### config.mk
export PLATFORM = sky130hd
export DESIGN_NAME = aes_mixkey_unit
export DESIGN_NICKNAME = d
export VERILOG_FILES = /design/src/rtl/aes_mixkey_unit.sv
export SDC_FILE = /design/constraint.sdc
export NUM_CORES = 1
export LEC_CHECK = 0
export ABC_AREA = 1
export BUFFER_PORTS_ARGS = -buffer_cell sky130_fd_sc_hd__buf_2
export CORE_MARGIN = 2
export CORE_UTILIZATION = 58
export CTS_BUF_LIST = sky130_fd_sc_hd__clkbuf_2 sky130_fd_sc_hd__clkbuf_4 sky130_fd_sc_hd__clkbuf_8
export DETAILED_ROUTE_END_ITERATION = 10
export PLACE_DENSITY_LB_ADDON = 0.1
export SYNTH_ARGS = -nofsm -noshare
export SYNTH_HDL_FRONTEND = slang
export SYNTH_SLANG_ARGS = --single-unit
### constraint.sdc
create_clock -name clk -period 3.4 [get_ports clk]
set_input_delay 0.34 -clock clk [delete_from_list [all_inputs] [get_ports clk]]
set_output_delay 0.34 -clock clk [all_outputs]
set_load 0.01 [all_outputs]
### src/rtl/aes_mixkey_unit.sv
module aes_mixkey_unit #(
  parameter int ADDR_W   = 8,
  parameter int NCOL     = 4,
  parameter int ROUND_W  = 4,
  parameter int FLAG_OFS = 0,
  parameter int DATA_OFS = 4,
  parameter int RES_OFS  = 8,
  parameter int KEY_BASE = 32
) (
  input  logic                  clk,
  input  logic                  rst_n,
  input  logic [ROUND_W-1:0]    round_in,
  output logic [ADDR_W-1:0]     col_addr,
  input  logic [NCOL*32-1:0]    col_rdata,
  output logic [31:0]           col_wdata,
  output logic [NCOL*4-1:0]     col_we,
  output logic [ADDR_W-1:0]     key_addr,
  input  logic [31:0]           key_rdata
);
  localparam int COL_W = (NCOL > 1) ? $clog2(NCOL) : 1;

  typedef enum logic [2:0] {S_IDLE, S_RD, S_LAT, S_MIX, S_WR, S_CLR, S_DONE} state_t;

  state_t             state;
  logic [COL_W-1:0]   col;
  logic [ROUND_W-1:0] rnd;
  logic [31:0]        col_q, key_q, res_q;
  logic [31:0]        flag_word;

  function automatic logic [7:0] xt(input logic [7:0] b);
    return {b[6:0], 1'b0} ^ (b[7] ? 8'h1B : 8'h00);
  endfunction

  function automatic logic [31:0] mixcol(input logic [31:0] w);
    logic [7:0] a0, a1, a2, a3;
    a0 = w[31:24]; a1 = w[23:16]; a2 = w[15:8]; a3 = w[7:0];
    return {xt(a0) ^ xt(a1) ^ a1 ^ a2 ^ a3,
            a0 ^ xt(a1) ^ xt(a2) ^ a2 ^ a3,
            a0 ^ a1 ^ xt(a2) ^ xt(a3) ^ a3,
            xt(a0) ^ a0 ^ a1 ^ a2 ^ xt(a3)};
  endfunction

  assign flag_word = col_rdata[31:0];

  always_ff @(posedge clk) begin
    if (!rst_n) begin
      state <= S_IDLE;
      col   <= '0;
      rnd   <= '0;
      col_q <= '0;
      key_q <= '0;
      res_q <= '0;
    end else begin
      case (state)
        S_IDLE: if (flag_word == 32'h1) begin
          state <= S_RD;
          col   <= '0;
          rnd   <= round_in;
        end
        S_RD:  state <= S_LAT;
        S_LAT: begin
          col_q <= col_rdata[32*col +: 32];
          key_q <= key_rdata;
          state <= S_MIX;
        end
        S_MIX: begin
          res_q <= mixcol(col_q) ^ key_q;
          state <= S_WR;
        end
        S_WR: if (int'(col) == NCOL-1) state <= S_CLR;
              else begin
                col   <= col + 1'b1;
                state <= S_RD;
              end
        S_CLR:  state <= S_DONE;
        default: state <= S_IDLE;
      endcase
    end
  end

  always_comb begin
    case (state)
      S_RD, S_LAT, S_MIX: col_addr = ADDR_W'(DATA_OFS);
      S_WR:               col_addr = ADDR_W'(RES_OFS);
      default:            col_addr = ADDR_W'(FLAG_OFS);
    endcase
  end

  always_comb begin
    col_we = '0;
    if (state == S_WR)  col_we[4*col +: 4] = 4'hF;
    if (state == S_CLR) col_we[3:0] = 4'hF;
  end

  assign col_wdata = (state == S_CLR) ? 32'h0 : res_q;
  assign key_addr  = ADDR_W'(KEY_BASE + 4 * (int'(col) + NCOL * (int'(rnd) + 1)));
endmodule


==> impl_metrics.py <==
metrics = {
    "routing": {
        "wl_per_cell_um": 13.53,
        "via_per_inst": 4.965,
        "drt_first_iter_violations": 513,
        "vias": 7606,
        "drc": 0,
        "antenna_left": 0,
        "firstDrtPassIters": 6,
        "wirelength_mm": 20.73,
    },
    "power_and_ir_drop": {
        "intPower_mw": 2.225,
        "power_switching_mw": 1.158,
        "netSwitchingFraction": 0.3423,
        "p_comb_frac": 0.309,
        "p_seq_frac": 0.425,
        "peakVddDrop_mv": 0.2132,
        "p_leak_nw": 4.727,
        "p_clk_frac": 0.266,
        "power.density_mw_per_mm2": 393.5,
    },
    "yosys": {
        "syn_inst": 1195,
        "synth_edf_count": 0,
        "synth_area_mm2": 0.007426,
        "ys.flop_type": "dfxtp_1",
        "ys_seq_elements": 105,
        "ys_types": 37,
        "ys_warn_count": 0,
        "synth_seq_area_share": 0.2831,
        "async_flop_share": 0,
        "syn_area_per_cell_um2": 6.214,
    },
    "sta": {
        "setup_viol": 0,
        "fin_skew_ns": 0.008122,
        "drv_slew": 0,
        "fmax_mhz": 414.3,
        "final.setup.tns_ns": 0,
        "fin_crit_ns": 2.413,
        "hold_violations": 0,
        "worst_slack_ns": 0.9866,
        "tightest_slew_ns": 0.9604,
        "whs_ns": 0.1838,
        "maxSlewHeadroom": 0.3588,
        "rsz0062_at_grt": "no",
        "fin_crit_sh": 0.7098,
    },
    "global_routing": {
        "antenna_found_initial": 1,
        "grt_pass1_vias": 6611,
        "grt_max_degree": 60,
        "grt.total_usage": 0.3004,
        "grt_first_pass_wirelength_mm": 32.01,
        "grt.overflow.total": 0,
    },
    "cells_and_area": {
        "final_util": 0.6841,
        "regArea_mm2": 0.002103,
        "fillers": 1181,
        "drive_above_1_share": 0.1921,
        "multiInputGateArea_mm2": 0.004200,
        "fin_area_mm2": 0.008598,
        "finalNetCount": 1528,
        "syn_to_final_growth_pct": 15.79,
    },
    "setup_path": {
        "critPathArrivalTime_ns": 2.07,
        "crit_required_ns": 3.06,
        "end_kind": "primary output",
        "critPathKind": "register to primary output",
        "crit_slowest_cell": "inv_1",
        "cpMostUsedCell": "nand2_1",
        "path_cells": "inv_2 > nand2_1 > nor2_1 > inv_1 > nand2_1 > buf_2",
        "worstPathMaxFanout": 33,
        "r2r-start": "state[0]$_SDFFE_PN0P_",
        "startpoint_type": "register",
        "setup.worst_path.start": "state[1]$_SDFFE_PN0P_",
        "max_stage_delay_ns": 0.66,
    },
    "placed_design": {
        "dp_slack_ns": 1.381,
        "place_hpwl_mm": 15.84,
        "placed_cell_area_mm2": 0.008363,
        "gp_congestion": 0.9046,
        "io_buffers": 221,
    },
    "die": {
        "die_height_um": 117.2,
        "ios": 230,
        "num_rows": 41,
        "core_area_mm2": 0.01257,
        "start_util": 0.5908,
        "fp.dieW_um": 117.2,
        "die-area_mm2": 0.01372,
    },
    "clock_network": {
        "clkTransAtPathRegs_ns": 0.10,
        "cts_sinks": 105,
        "h-tree-depth": 3,
        "cts.repair.resized": 0,
        "postCtsHoldBufs": 0,
        "post_cts_buffers": 0,
        "root_buffer": "clkbuf_8",
        "cts_buffers": 9,
        "clk_latency_ns": 0.38,
        "cts_tree": "built",
        "clock_path_buffers": 2,
    },
    "job": {
        "drv_cap": 0,
    },
    "hold_path": {
        "hold_start": "key_rdata[6]",
        "hp-class": "input pin to register",
    },
    "status": {
        "status": "finished, final reports clean",
    },
}
[routing by layer]
metal / share of wire / up-vias / global-route usage
met5: 0 / - / 0
met4: 0.029 / 0 / 0.1192
met3: 0.059 / 40 / 0.03347
met2: 0.45 / 293 / 0.4862
met1: 0.46 / 3292 / 0.4109
li1: - / 3981 / -
[cell families (layout without fill, tap and decap cells)]
logic type | count (synthesis) | after routing | share of synthesized area
AND/OR/NAND/NOR | 464 | 464 | 0.2497
buffers and inverters | 265 | 422 | 0.1557
AO/OA/AOI/OAI | 254 | 254 | 0.1789
flip-flops | 105 | 105 | 0.2831
XOR/XNOR | 99 | 99 | 0.1203
adder cells (fa/ha/maj) | 7 | 7 | 0.01179
other | 1 | 9 | 0.0005050
[cells in the mapped netlist, types with 10 or more instances]
cell	number	area share
a21oi_1	69	0.047
buf_2	24	0.016
buf_4	30	0.030
clkbuf_1	30	0.015
dfxtp_1	105	0.28
inv_1	167	0.084
nand2_1	215	0.11
nand3_1	36	0.024
nor2_1	191	0.097
o21ai_0	120	0.081
o21ai_1	41	0.028
or2_1	10	0.0084
xnor2_1	49	0.058
xor2_1	48	0.057
[flip-flops by register name, summed over array words and instances (netlist names)]
name and count:
col_q 32, rnd 4, state 3, res_q 32
col 2, key_q 32
[worst paths after layout]
| path | depth (start not counted) | end | slack [ns] |
|---|---|---|---|
| worst max-delay path | 6 | col_we[0] | 0.99 |
| worst min-delay path | 3 | key_q[6]$_SDFFE_PN0P_ | 0.18 |
| worst max register to register | 6 | res_q[19]$_SDFFE_PN0P_ | 1.47 |
| worst min register to register | 2 | key_q[4]$_SDFFE_PN0P_ | 0.48 |
[area by class of cell]
cell class / count / area share
Multi-Input combinational cell: 832 / 0.4885
Sequential cell: 105 / 0.2446
Timing Repair Buffer: 231 / 0.1374
Inverter: 176 / 0.07712
Tap cell: 172 / 0.02503
Clock buffer: 13 / 0.02008
Clock inverter: 2 / 0.006985
Antenna cell: 1 / 0.0002910
[critical path, delay by kind of cell (launching register included)]
family                 cells  cell delay (ns)
flip-flops                 1             0.42
buffers and inverters      3             0.92
AND/OR/NAND/NOR            3             0.33
[per-stage QoR]
stage	std cells	power [mW]
finish	1532	3.383
global route	1532	3.577
CTS	1531	3.374
detailed placement	1516	2.489
global placement	1516	2.473
floorplan	1202	2.214
[layout by cell type (no fill, tap or decap), types with 10 or more instances in the layout]
cell type and instances:
a21oi_1 69, buf_2 221, buf_4 10, clkbuf_8 12, dfxtp_1 104, inv_1 167, nand2_1 215, nand3_1 36
nor2_1 191, o21ai_0 120, o21ai_1 41, or2_1 10, xnor2_1 49, xor2_1 48
[power groups by stage]
stage | clock network [mW] | registers (mW) | logic [mW]
floorplan | 0 | 1.39 | 0.824
global placement | 0 | 1.46 | 1.01
detailed placement | 0 | 1.47 | 1.02
CTS | 0.903 | 1.44 | 1.03
global route | 0.947 | 1.45 | 1.18
finish | 0.899 | 1.44 | 1.05
No activity file was read; power rests on OpenSTA's default activity.
